--- config.mk ---
export PLATFORM = sky130hd
export DESIGN_NAME = cascadeIrqFront
export DESIGN_NICKNAME = d
export VERILOG_FILES = /design/src/rtl/irqFrontPkg.sv /design/src/rtl/irqLineDatapath.sv /design/src/rtl/irqPriorityControl.sv /design/src/rtl/cascadeIrqFront.sv
export SDC_FILE = /design/constraint.sdc
export NUM_CORES = 1
export LEC_CHECK = 0
export BUFFER_PORTS_ARGS = -buffer_cell sky130_fd_sc_hd__clkbuf_2
export CAP_MARGIN = 10
export CELL_PAD_IN_SITES_DETAIL_PLACEMENT = 0
export CELL_PAD_IN_SITES_GLOBAL_PLACEMENT = 1
export CORE_MARGIN = 2
export CORE_UTILIZATION = 47
export CTS_BUF_LIST = sky130_fd_sc_hd__clkbuf_8
export DETAILED_ROUTE_END_ITERATION = 8
export PLACE_DENSITY_LB_ADDON = 0.2
export SYNTH_ARGS = -nofsm -noshare
export SYNTH_HDL_FRONTEND = slang
export SYNTH_SLANG_ARGS = --single-unit
--- constraint.sdc ---
create_clock -name clk -period 7.2 [get_ports clk]
set_input_delay 0.72 -clock clk [delete_from_list [all_inputs] [get_ports clk]]
set_output_delay 0.72 -clock clk [all_outputs]
set_load 0.02 [all_outputs]
--- src/rtl/irqFrontPkg.sv ---
package irqFrontPkg;
  localparam int unsigned CHAN_COUNT = 16;
  localparam int unsigned CHAN_BITS  = $clog2(CHAN_COUNT);
  localparam int unsigned HALF_COUNT = CHAN_COUNT / 2;
  localparam int unsigned CASCADE_CH = 2;

  typedef struct packed {
    logic                 grant;
    logic [CHAN_BITS-1:0] grantCh;
    logic                 retire;
    logic [CHAN_BITS-1:0] retireCh;
  } irqStrobes_t;

  // lower value means more urgent; cascade slot is ranked last
  function automatic int unsigned chanRank(input int unsigned ch);
    if (ch == CASCADE_CH)  return CHAN_COUNT - 1;
    if (ch < CASCADE_CH)   return ch;
    if (ch >= HALF_COUNT)  return ch - HALF_COUNT + CASCADE_CH;
    return ch + HALF_COUNT - 1;
  endfunction
endpackage

--- src/rtl/irqLineDatapath.sv ---
module irqLineDatapath
  import irqFrontPkg::*;
#(
  parameter int unsigned VEC_W = 8,
  parameter logic [CHAN_COUNT-1:0] FALLING_LINES = 16'h2100
) (
  input  logic                  clk,
  input  logic                  rstN,
  input  logic [CHAN_COUNT-1:0] rawIrq,
  input  logic                  timerOut,
  input  logic [CHAN_COUNT-1:0] levelSel,
  input  logic [CHAN_COUNT-1:0] maskBits,
  input  logic [VEC_W-1:0]      vectorBase,
  input  irqStrobes_t           strobes,
  output logic [CHAN_COUNT-1:0] candidates,
  output logic [CHAN_COUNT-1:0] inService,
  output logic                  vectorValid,
  output logic [VEC_W-1:0]      vectorOut
);
  logic [CHAN_COUNT-1:0] srcLine;
  logic [CHAN_COUNT-1:0] curLine;
  logic [CHAN_COUNT-1:0] prevLine;
  logic [CHAN_COUNT-1:0] edgeHit;
  logic [CHAN_COUNT-1:0] levelAct;
  logic [CHAN_COUNT-1:0] isLevel;
  logic [CHAN_COUNT-1:0] edgePend;
  logic [CHAN_COUNT-1:0] request;
  logic [CHAN_COUNT-1:0] grantMask;
  logic [CHAN_COUNT-1:0] retireMask;

  always_comb begin
    srcLine    = rawIrq;
    srcLine[0] = timerOut;
  end

  always_ff @(posedge clk) begin
    if (!rstN) begin
      curLine  <= '1;
      prevLine <= '1;
    end else begin
      curLine  <= srcLine;
      prevLine <= curLine;
    end
  end

  for (genvar g = 0; g < CHAN_COUNT; g++) begin : gLine
    if (g == 0) begin : gTimer
      assign edgeHit[g]  = curLine[g] & ~prevLine[g];
      assign levelAct[g] = 1'b0;
      assign isLevel[g]  = 1'b0;
    end else if (g == CASCADE_CH) begin : gCascade
      assign edgeHit[g]  = 1'b0;
      assign levelAct[g] = 1'b0;
      assign isLevel[g]  = 1'b0;
    end else if (FALLING_LINES[g]) begin : gFall
      assign edgeHit[g]  = ~curLine[g] & prevLine[g];
      assign levelAct[g] = ~curLine[g];
      assign isLevel[g]  = levelSel[g];
    end else begin : gRise
      assign edgeHit[g]  = curLine[g] & ~prevLine[g];
      assign levelAct[g] = ~curLine[g];
      assign isLevel[g]  = levelSel[g];
    end
  end

  assign grantMask  = strobes.grant  ? (CHAN_COUNT'(1) << strobes.grantCh)  : '0;
  assign retireMask = strobes.retire ? (CHAN_COUNT'(1) << strobes.retireCh) : '0;

  always_ff @(posedge clk) begin
    if (!rstN) begin
      edgePend    <= '0;
      inService   <= '0;
      vectorValid <= 1'b0;
      vectorOut   <= '0;
    end else begin
      edgePend    <= (edgePend & ~grantMask) | (edgeHit & ~isLevel);
      inService   <= (inService | grantMask) & ~retireMask;
      vectorValid <= strobes.grant;
      if (strobes.grant) begin
        vectorOut <= vectorBase + VEC_W'(strobes.grantCh);
      end
    end
  end

  assign request    = (isLevel & levelAct) | (~isLevel & edgePend);
  assign candidates = request & ~maskBits & ~inService;
endmodule

--- src/rtl/irqPriorityControl.sv ---
module irqPriorityControl
  import irqFrontPkg::*;
(
  input  logic                  ackReq,
  input  logic                  eoi,
  input  logic [CHAN_COUNT-1:0] candidates,
  input  logic [CHAN_COUNT-1:0] inService,
  output logic                  intOut,
  output irqStrobes_t           strobes
);
  int unsigned bestRank;
  int unsigned bestCh;
  int unsigned svcRank;
  int unsigned svcCh;
  logic        haveCand;
  logic        haveSvc;

  always_comb begin
    bestRank = CHAN_COUNT;
    bestCh   = 0;
    svcRank  = CHAN_COUNT;
    svcCh    = 0;
    for (int ch = 0; ch < CHAN_COUNT; ch++) begin
      if (candidates[ch] && chanRank(ch) < bestRank) begin
        bestRank = chanRank(ch);
        bestCh   = ch;
      end
      if (inService[ch] && chanRank(ch) < svcRank) begin
        svcRank = chanRank(ch);
        svcCh   = ch;
      end
    end
    haveCand = (bestRank < CHAN_COUNT);
    haveSvc  = (svcRank < CHAN_COUNT);
  end

  assign intOut = haveCand && (bestRank < svcRank);

  always_comb begin
    strobes.grant    = ackReq && intOut;
    strobes.grantCh  = CHAN_BITS'(bestCh);
    strobes.retire   = eoi && haveSvc;
    strobes.retireCh = CHAN_BITS'(svcCh);
  end
endmodule

--- src/rtl/cascadeIrqFront.sv ---
module cascadeIrqFront
  import irqFrontPkg::*;
#(
  parameter int unsigned VEC_W = 8,
  parameter logic [CHAN_COUNT-1:0] FALLING_LINES = 16'h2100
) (
  input  logic                  clk,
  input  logic                  rstN,
  input  logic [CHAN_COUNT-1:0] rawIrq,
  input  logic                  timerOut,
  input  logic [HALF_COUNT-1:0] levelSelLo,
  input  logic [HALF_COUNT-1:0] levelSelHi,
  input  logic [CHAN_COUNT-1:0] maskBits,
  input  logic [VEC_W-1:0]      vectorBase,
  input  logic                  ackReq,
  input  logic                  eoi,
  output logic                  intOut,
  output logic                  vectorValid,
  output logic [VEC_W-1:0]      vectorOut
);
  irqStrobes_t           strobes;
  logic [CHAN_COUNT-1:0] candidates;
  logic [CHAN_COUNT-1:0] inService;

  irqLineDatapath #(.VEC_W(VEC_W), .FALLING_LINES(FALLING_LINES)) uPath (
    .clk        (clk),
    .rstN       (rstN),
    .rawIrq     (rawIrq),
    .timerOut   (timerOut),
    .levelSel   ({levelSelHi, levelSelLo}),
    .maskBits   (maskBits),
    .vectorBase (vectorBase),
    .strobes    (strobes),
    .candidates (candidates),
    .inService  (inService),
    .vectorValid(vectorValid),
    .vectorOut  (vectorOut)
  );

  irqPriorityControl uCtrl (
    .ackReq    (ackReq),
    .eoi       (eoi),
    .candidates(candidates),
    .inService (inService),
    .intOut    (intOut),
    .strobes   (strobes)
  );
endmodule

==> flow_metrics.py, run 1 <==
metrics = {
    "status": {
        "status": "finished, final reports clean",
    },
    "flow_run": {
        "cap_violations": 0,
    },
    "clock_network": {
        "ctsLongestPathBuffers": 2,
        "cts_tree": "done",
        "clkSlewWorstSetupHoldPaths_ns": 0.08,
        "htreeDepth": 3,
        "clk-insertion-delay-late_ns": 0.36,
        "clockRootBuffer": "clkbuf_8",
        "cts_buffers": 9,
        "post-cts-setup-buffers": 0,
        "cts_sinks": 71,
        "ctsResizeCount": 0,
        "cts_hold_buf": 0,
    },
    "layout": {
        "final_cell_count_no_fill": 610,
        "layout.nets": 570,
        "n_antenna_cell": 0,
        "syn2layout_area_growth_pct": 15.5,
        "post_route_cells_drive_above_1_share_pct": 21.2,
    },
    "yosys": {
        "synth-edff-count": 0,
        "yosysMostFrequentCell": "dfxtp_1",
        "synth_top_area_cell": "dfxtp_1",
        "synth_ff_type": "dfxtp_1",
        "syn_nets": 510,
        "synth_top_area_share_pct": 36.9,
        "ys_types": 67,
        "syn_avg_cell_area_sq_um": 8.76,
        "async_flop_share_pct": 0,
        "synth_area_sq_um": 3850,
        "synth-seq-area-share_pct": 36.9,
        "ys_top_cells_by_count": "71 x dfxtp_1, 44 x nand2_1, 40 x nor2_1, 39 x nand2b_1, 19 x o21ai_0",
        "synth-seq-cells": 71,
        "ys_top_cells_by_area": "dfxtp_1 37%, nand2b_1 6.3%, nand2_1 4.3%, nor2_1 3.9%, or4bb_1 2.6%",
        "ys_warn_count": 0,
        "netlist_instances": 440,
    },
    "power_and_ir_drop": {
        "seq_power_share_pct": 38.2,
        "leakage_nw": 1.94,
        "combinationalPowerShare_pct": 31.6,
        "power.share.clock_pct": 30.2,
        "intPower_mw": 0.771,
        "p_sw_mw": 0.414,
        "peakVddDrop_v": 0.000191,
        "power_density_nw_per_um2": 266,
        "switching_share_pct": 34.9,
    },
    "worst_hold_path": {
        "hold_path.class": "flip-flop to flip-flop",
    },
    "timing": {
        "hold_viol": 0,
        "fmax_mhz": 227,
        "drv_slew": 0,
        "slew_headroom_pct": 32.3,
        "rsz0062_at_grt": "no",
        "fin_crit_sh_pct": 61.2,
        "setup_violations": 0,
        "setup_tns_ns": 0,
        "fin_worst_skew_ns": 0.00507,
        "finalCriticalPeriod_ns": 4.41,
        "worstMarginPinSlew_ns": 1.00,
    },
    "grt": {
        "grtUsageTotal_pct": 23.8,
        "globalRouteMet3Util_pct": 4.63,
        "grt_pass1_vias": 3165,
        "met2_usage_pct": 37.9,
        "grt_max_degree": 83,
        "use_met1_pct": 31.6,
        "antenna_found_initial": 0,
        "gr-total-overflow": 0,
        "grt_pass1_wl_mm": 16.2,
        "grt-busiest-layer": "met2",
    },
    "floorplan": {
        "io_pins": 71,
        "fp-row-count": 33,
        "core-area_sq_um": 8090,
        "dieWidth_microns": 94.6,
        "start_util_pct": 47.6,
        "die_y_microns": 94.6,
        "die_area_sq_um": 8940,
    },
    "place": {
        "dp_cells": 594,
        "gp_congestion": 0.866,
        "portBuffers": 66,
        "dp_hpwl_mm": 7.84,
    },
    "critical_path": {
        "cp-start-kind": "input pin",
        "cp.arrival_ns": 3.69,
        "end_kind": "output pin",
        "critPathKind": "input pin to output pin",
        "cp.required_ns": 6.48,
        "path_max_fanout": 3,
    },
    "drt": {
        "num_vias": 3510,
        "drt_iter0_drc": 229,
        "firstDrtPassIters": 5,
        "ant_nets": 0,
        "drc": 0,
        "vias_per_cell": 5.75,
        "wl_per_cell_microns": 17.0,
        "wl_mm": 10.4,
    },
}
cells in the final DEF, fill, tap and decap left out, types with 3 or more instances in the layout:
cell type and count:
nand2_1 44, mux2i_1 4, o221a_1 8, o211ai_1 6, a21oi_1 12, nor4_1 6, and3_1 10, o211a_1 10
a31oi_1 4, dfxtp_1 71, a31o_2 3, inv_1 8, or2_2 5, nor2b_1 9, and2_1 4, ha_1 8
a2111oi_0 4, nand3_1 8, o21ai_0 19, o21a_1 3, or4bb_1 9, clkbuf_2 66, a21o_1 3, o221a_2 5
nand2b_1 39, o31ai_1 5, xnor2_1 5, nor2_1 40, or4_1 5, clkbuf_8 9, buf_4 3, nor3_1 12
nor3b_1 3
metal layers:
layer  up-vias  part of all wire (%)
met5         -                     0
met4         0                   2.6
met1      1623                    45
met3        20                   4.8
met2       106                    47
li1       1761                     -
cell type report:
cell class,instances,area (sq um)
well taps,105,131
inverters,10,37.5
fillers,801,3640
clock buffers,9,124
clock inverters,7,96.3
multi-input cells,339,2290
flip-flops and latches,71,1420
repair buffers,69,353
flip-flops by register name, summed over array words and instances, names as in the netlist:
register,cells
uPath.vectorOut,8
uPath.vectorValid,1
uPath.curLine,15
uPath.inService,16
uPath.edgePend,16
uPath.prevLine,15
final timing paths:
kind	from	endpoint	slack (ns)	cells past startpoint
worst min register to register	uPath.edgePend[2]$_SDFF_PN0_	uPath.edgePend[2]$_SDFF_PN0_	0.43	2
worst min-delay path	uPath.edgePend[2]$_SDFF_PN0_	uPath.edgePend[2]$_SDFF_PN0_	0.43	2
worst max register to register	uPath.inService[6]$_SDFF_PN0_	uPath.inService[2]$_SDFF_PN0_	3.03	12
worst max-delay path	levelSelLo[7]	intOut	2.79	12
worst max-delay path, stage by stage:
cell and delay (ns):
clkbuf_2 0.10, or2_0 0.22, and3_1 0.20, or4_1 0.58, a21oi_1 0.17, nor2_1 0.07, ha_1 0.20, or2_2 0.30
or4_1 0.47, o31ai_1 0.28, and3_1 0.21, clkbuf_2 0.17
kinds of logic after synthesis:
logic type               count (synthesis)  share of synthesized area [%]
AO/OA/AOI/OAI                          105                           22.4
XOR/XNOR                                 6                           1.36
buffers and inverters                   30                           3.76
adder cells (fa/ha/maj)                  9                           3.12
AND/OR/NAND/NOR                        215                           31.4
multiplexers                             4                           1.04
flip-flops                              71                           36.9
per-stage QoR:
stage          hold slack [ns]  worst slack, ns  util [%]  total power, mW  instance area (sq um)
3_3_place_gp             0.413             2.64      52.3            0.828                   4230
3_5_place_dp             0.421             2.65      52.3            0.833                   4230
5_1_grt                  0.469             2.72      55.0             1.25                   4450
4_1_cts                  0.436             2.81      55.0             1.19                   4450
2_1_floorplan            0.403             3.15         -            0.740                   3850
6_report                 0.435             2.79      55.0             1.19                   4450
power groups by stage:
stage / registers [mW] / logic [mW] / clock network [mW]
2_1_floorplan: 0.468 / 0.272 / 0
3_3_place_gp: 0.460 / 0.368 / 0
3_5_place_dp: 0.461 / 0.372 / 0
4_1_cts: 0.452 / 0.374 / 0.364
5_1_grt: 0.457 / 0.414 / 0.380
6_report: 0.452 / 0.375 / 0.358
Power figures use the tool's default switching activity.
==> inputs of run 2 (changes only) <==
- CORE_UTILIZATION: 47 -> 43
- clock period: 7.2 -> 4.6 ns (I/O delays scaled with it)
==> run 2 against run 1 <==
Compared with the run above:
- clock power rose by 54%
- largest cell class unchanged
- power rose by 57%
- register-to-register slack got worse by 2.4 ns
==> flow_metrics.py, run 2 (synthesis gave the netlist of run 1 again) <==
metrics = {
    "status": {
        "status": "finished, final reports clean",
    },
    "timing": {
        "worstMarginPinSlew_ns": 1.03,
        "setup_slack_ns": 0.511,
        "fmax_mhz": 245,
        "finalCriticalPeriod_ns": 4.09,
        "fin_crit_sh_pct": 88.9,
        "drv_slew": 0,
        "slew_headroom_pct": 30.7,
        "fin_worst_skew_ns": 0.00838,
        "setup_violations": 0,
        "rsz0062_at_grt": "no",
        "hold_viol": 0,
        "setup_tns_ns": 0,
    },
    "clock_network": {
        "cts_sinks": 71,
        "cts_buffers": 9,
        "htreeDepth": 3,
        "cts_tree": "done",
        "ctsLongestPathBuffers": 2,
        "clockRootBuffer": "clkbuf_8",
        "post-cts-setup-buffers": 0,
        "clk-insertion-delay-late_ns": 0.35,
        "ctsResizeCount": 0,
        "clkSlewWorstSetupHoldPaths_ns": 0.08,
        "cts_hold_buf": 0,
    },
    "place": {
        "post-place-ws_ns": 0.430,
        "placed_area_sq_um": 4270,
        "gp_congestion": 0.859,
        "dp_hpwl_mm": 8.22,
        "portBuffers": 66,
    },
    "grt": {
        "globalRouteMet3Util_pct": 5.04,
        "met2_usage_pct": 36.7,
        "grt_pass1_vias": 3387,
        "grt_pass1_wl_mm": 17.0,
        "antenna_found_initial": 0,
        "grt_max_degree": 44,
        "grt-busiest-layer": "met2",
        "grtUsageTotal_pct": 22.1,
        "use_met1_pct": 28.4,
        "gr-total-overflow": 0,
    },
    "layout": {
        "utilization_pct": 51.5,
        "layout.nets": 575,
        "syn2layout_area_growth_pct": 16.6,
        "n_antenna_cell": 0,
        "final_common_cell": "dfxtp_1",
        "reg.largest.list": "uPath.edgePend: 16 flops, uPath.inService: 16 flops",
        "final_cell_mix": "71 x dfxtp_1, 66 x clkbuf_2, 44 x nand2_1, 40 x nor2_1, 39 x nand2b_1",
        "post_route_cells_drive_above_1_share_pct": 22.0,
        "fin_area_sq_um": 4490,
        "num-fill-cells": 845,
    },
    "floorplan": {
        "core-area_sq_um": 8720,
        "die_area_sq_um": 9740,
        "dieWidth_microns": 98.7,
        "die_y_microns": 98.7,
        "io_pins": 71,
        "fp-row-count": 34,
        "start_util_pct": 44.2,
    },
    "drt": {
        "wl_mm": 10.4,
        "vias_per_cell": 5.75,
        "drc": 0,
        "wl_per_cell_microns": 16.9,
        "num_vias": 3556,
        "firstDrtPassIters": 5,
        "ant_nets": 0,
        "drt_iter0_drc": 162,
    },
    "power_and_ir_drop": {
        "leakage_nw": 1.97,
        "power_density_nw_per_um2": 415,
        "peakVddDrop_v": 0.000207,
    },
    "critical_path": {
        "critPathKind": "flip-flop to output pin",
        "cp-start-kind": "flip-flop",
        "cp.required_ns": 4.14,
        "path_max_fanout": 8,
        "end_kind": "output pin",
        "cp.arrival_ns": 3.63,
    },
    "worst_hold_path": {
        "hold_path.class": "input pin to flip-flop",
    },
    "flow_run": {
        "cap_violations": 0,
    },
}
run 2: changes by cell type in the layout (fill, tap and decap cells not counted), sizes merged:
cell  previous run  this run
buf              3         8
run 2: final cells by class:
class | instances | area [sq um] | area share, %
Sequential cell | 71 | 1420 | 31.6
Multi-Input combinational cell | 339 | 2290 | 50.9
Clock buffer | 9 | 124 | 2.76
Inverter | 10 | 37.5 | 0.835
Timing Repair Buffer | 74 | 390 | 8.69
Clock inverter | 7 | 96.3 | 2.14
Tap cell | 108 | 135 | 3.01
run 2: stage by stage:
step / power (mW) / hold slack, ns / instances
5_1_grt: 1.99 / 0.272 / 618
2_1_floorplan: 1.16 / 0.403 / 440
3_3_place_gp: 1.32 / 0.414 / 602
3_5_place_dp: 1.32 / 0.415 / 602
4_1_cts: 1.88 / 0.271 / 618
6_report: 1.87 / 0.288 / 618
run 2: routing by layer:
layer	wire, microns	vias up	share of wire, %
li1	-	1769	-
met1	4630	1642	44
met2	4950	130	48
met3	628	15	6.0
met4	206	0	2.0
met5	0	-	0
run 2: critical path, cell delays in order (launching register included):
cell	delay, ns
dfxtp_1	0.51
nor2_1	0.13
o211a_1	0.18
or4_1	0.60
a21oi_1	0.16
nor2_1	0.07
ha_1	0.20
or2_2	0.30
or4_1	0.47
o31ai_1	0.28
and3_1	0.22
clkbuf_2	0.17
run 2: power breakdown:
| group | leakage, nW | switching (mW) | internal, mW |
|---|---|---|---|
| clock | 0.114 | 0.245 | 0.307 |
| sequential | 0.583 | 0.0407 | 0.666 |
| combinational | 1.27 | 0.363 | 0.245 |
run 2: path summary, 6_finish.rpt:
| path | start | to | slack (ns) | cells past startpoint |
|---|---|---|---|---|
| worst max-delay path | uPath.inService[6]$_SDFF_PN0_ | intOut | 0.51 | 11 |
| worst min-delay path | rawIrq[5] | uPath.curLine[5]$_SDFF_PN1_ | 0.29 | 2 |
| worst max register to register | uPath.inService[6]$_SDFF_PN0_ | uPath.inService[2]$_SDFF_PN0_ | 0.59 | 13 |
| worst min register to register | uPath.edgePend[2]$_SDFF_PN0_ | uPath.edgePend[2]$_SDFF_PN0_ | 0.43 | 2 |
==> inputs of run 3 (changes only) <==
- PLACE_DENSITY: default -> 0.91
- PLACE_DENSITY_LB_ADDON: 0.2 -> default
==> run 3 against run 2 <==
Compared with the run above:
- routed wire length shrank 0.75%
- critical path type unchanged
- combinational power down 2%
- power down 3.9%
- highest routed layer unchanged
- critical path depth unchanged
- count of clock-buffer cells in the layout is the same
- first-iteration DRC count increased by 110%
- flip-flop and latch count is the same
==> flow_metrics.py, run 3 (synthesis gave the netlist of run 1 again) <==
metrics = {
    "status": {
        "status": "finished, final reports clean",
    },
    "layout": {
        "final_common_cell": "dfxtp_1",
        "final_cell_mix": "71 x dfxtp_1, 66 x clkbuf_2, 44 x nand2_1, 40 x nor2_1, 39 x nand2b_1",
        "syn2layout_area_growth_pct": 15.2,
        "reg.largest.list": "uPath.edgePend: 16 flops, uPath.inService: 16 flops",
        "n_antenna_cell": 0,
        "num-fill-cells": 855,
        "layout.nets": 572,
        "fin_area_sq_um": 4440,
        "post_route_cells_drive_above_1_share_pct": 21.3,
    },
    "power_and_ir_drop": {
        "p_total_mw": 1.79,
        "power_density_nw_per_um2": 404,
        "peakVddDrop_v": 0.000242,
        "leakage_nw": 1.94,
    },
    "timing": {
        "fin_worst_skew_ns": 0.0144,
        "hold_viol": 0,
        "setup_slack_ns": 0.435,
        "worstMarginPinSlew_ns": 1.08,
        "setup_violations": 0,
        "rsz0062_at_grt": "no",
        "setup_tns_ns": 0,
        "slew_headroom_pct": 27.2,
        "fin_crit_sh_pct": 90.5,
        "finalCriticalPeriod_ns": 4.17,
        "drv_slew": 0,
        "fmax_mhz": 240,
    },
    "floorplan": {
        "core-area_sq_um": 8720,
        "die_y_microns": 98.7,
        "start_util_pct": 44.2,
        "dieWidth_microns": 98.7,
        "fp-row-count": 34,
        "io_pins": 71,
        "die_area_sq_um": 9740,
    },
    "grt": {
        "antenna_found_initial": 0,
        "grt_pass1_vias": 3283,
        "grt_pass1_wl_mm": 16.6,
        "grtUsageTotal_pct": 21.3,
        "gr-total-overflow": 0,
        "grt_max_degree": 45,
    },
    "clock_network": {
        "post-cts-setup-buffers": 0,
        "clk-insertion-delay-late_ns": 0.35,
        "ctsResizeCount": 0,
        "cts_sinks": 71,
        "ctsLongestPathBuffers": 2,
        "clockRootBuffer": "clkbuf_8",
        "htreeDepth": 3,
        "cts_hold_buf": 0,
        "cts_tree": "done",
        "clkSlewWorstSetupHoldPaths_ns": 0.08,
        "cts_buffers": 9,
    },
    "place": {
        "portBuffers": 66,
        "post-place-ws_ns": 0.384,
        "gp_congestion": 0.946,
        "placed_area_sq_um": 4250,
        "dp_hpwl_mm": 8.00,
    },
    "drt": {
        "ant_nets": 0,
        "drc": 0,
        "wl_per_cell_microns": 16.8,
        "drt_iter0_drc": 339,
        "num_vias": 3571,
        "wl_mm": 10.3,
        "firstDrtPassIters": 5,
        "vias_per_cell": 5.81,
    },
    "critical_path": {
        "end_kind": "output pin",
        "cp.required_ns": 4.14,
        "cp.arrival_ns": 3.71,
        "critPathKind": "flip-flop to output pin",
        "cpPeakStageDelay_ns": 0.61,
        "cp-start-kind": "flip-flop",
        "cp_slowest_cell": "or4_1",
        "crit_chain": "nor2_1 -> o211a_1 -> or4_1 -> a21oi_1 -> nor2_1 -> ha_1 -> or2_2 -> or4_1 -> o31ai_1 -> and3_1 -> clkbuf_2",
        "path_max_fanout": 8,
    },
    "worst_hold_path": {
        "hold_path.class": "input pin to flip-flop",
    },
    "flow_run": {
        "cap_violations": 0,
    },
}
## run 3: cell count changes in the layout (fill, tap and decap cells not counted)
cell and change:
buf_4 -3, bufinv_16 -1, clkinv_2 +1, clkinv_4 -1, clkinvlp_4 +1, inv_1 +1, inv_6 -1
## run 3: area by class of cell
class | count | area [sq um] | area share [%]
Multi-Input combinational cell | 339 | 2290 | 51.6
Clock buffer | 9 | 124 | 2.79
Inverter | 10 | 37.5 | 0.846
Clock inverter | 7 | 65.1 | 1.47
Timing Repair Buffer | 71 | 368 | 8.29
Sequential cell | 71 | 1420 | 32.0
Tap cell | 108 | 135 | 3.04
## run 3: where the power goes
part           total (mW)  switching, mW  internal (mW)
sequential          0.709         0.0428          0.666
clock               0.488          0.242          0.247
combinational       0.596          0.356          0.240
total                1.79          0.641           1.15
## run 3: critical path, delay by kind of cell, from the launching register on
family | cells | cell delay [ns]
buffers and inverters | 1 | 0.17
AO/OA/AOI/OAI | 3 | 0.66
adder cells (fa/ha/maj) | 1 | 0.20
AND/OR/NAND/NOR | 6 | 1.85
flip-flops | 1 | 0.50
## run 3: worst paths after layout
kind	slack (ns)	endpoint	cells past startpoint	start
max	0.43	intOut	11	uPath.inService[6]$_SDFF_PN0_
min	0.28	uPath.curLine[1]$_SDFF_PN1_	2	rawIrq[1]
max reg2reg	0.48	uPath.inService[2]$_SDFF_PN0_	12	uPath.inService[6]$_SDFF_PN0_
min reg2reg	0.45	uPath.prevLine[0]$_SDFF_PN1_	1	uPath.curLine[0]$_SDFF_PN1_
## run 3: per-stage QoR
stage	hold WS, ns	util [%]	cells
3_3_place_gp	0.413	48.7	599
6_report	0.282	50.9	615
2_1_floorplan	0.403	-	440
3_5_place_dp	0.430	48.7	599
5_1_grt	0.279	50.9	615
4_1_cts	0.279	50.9	615
## run 3: routing by layer
layer	track usage [%]	up-vias	share of wire, %
met3	4.61	24	6.2
met5	0	-	0
met4	7.59	0	2.5
li1	-	1760	-
met1	28.6	1681	45
met2	33.8	106	46
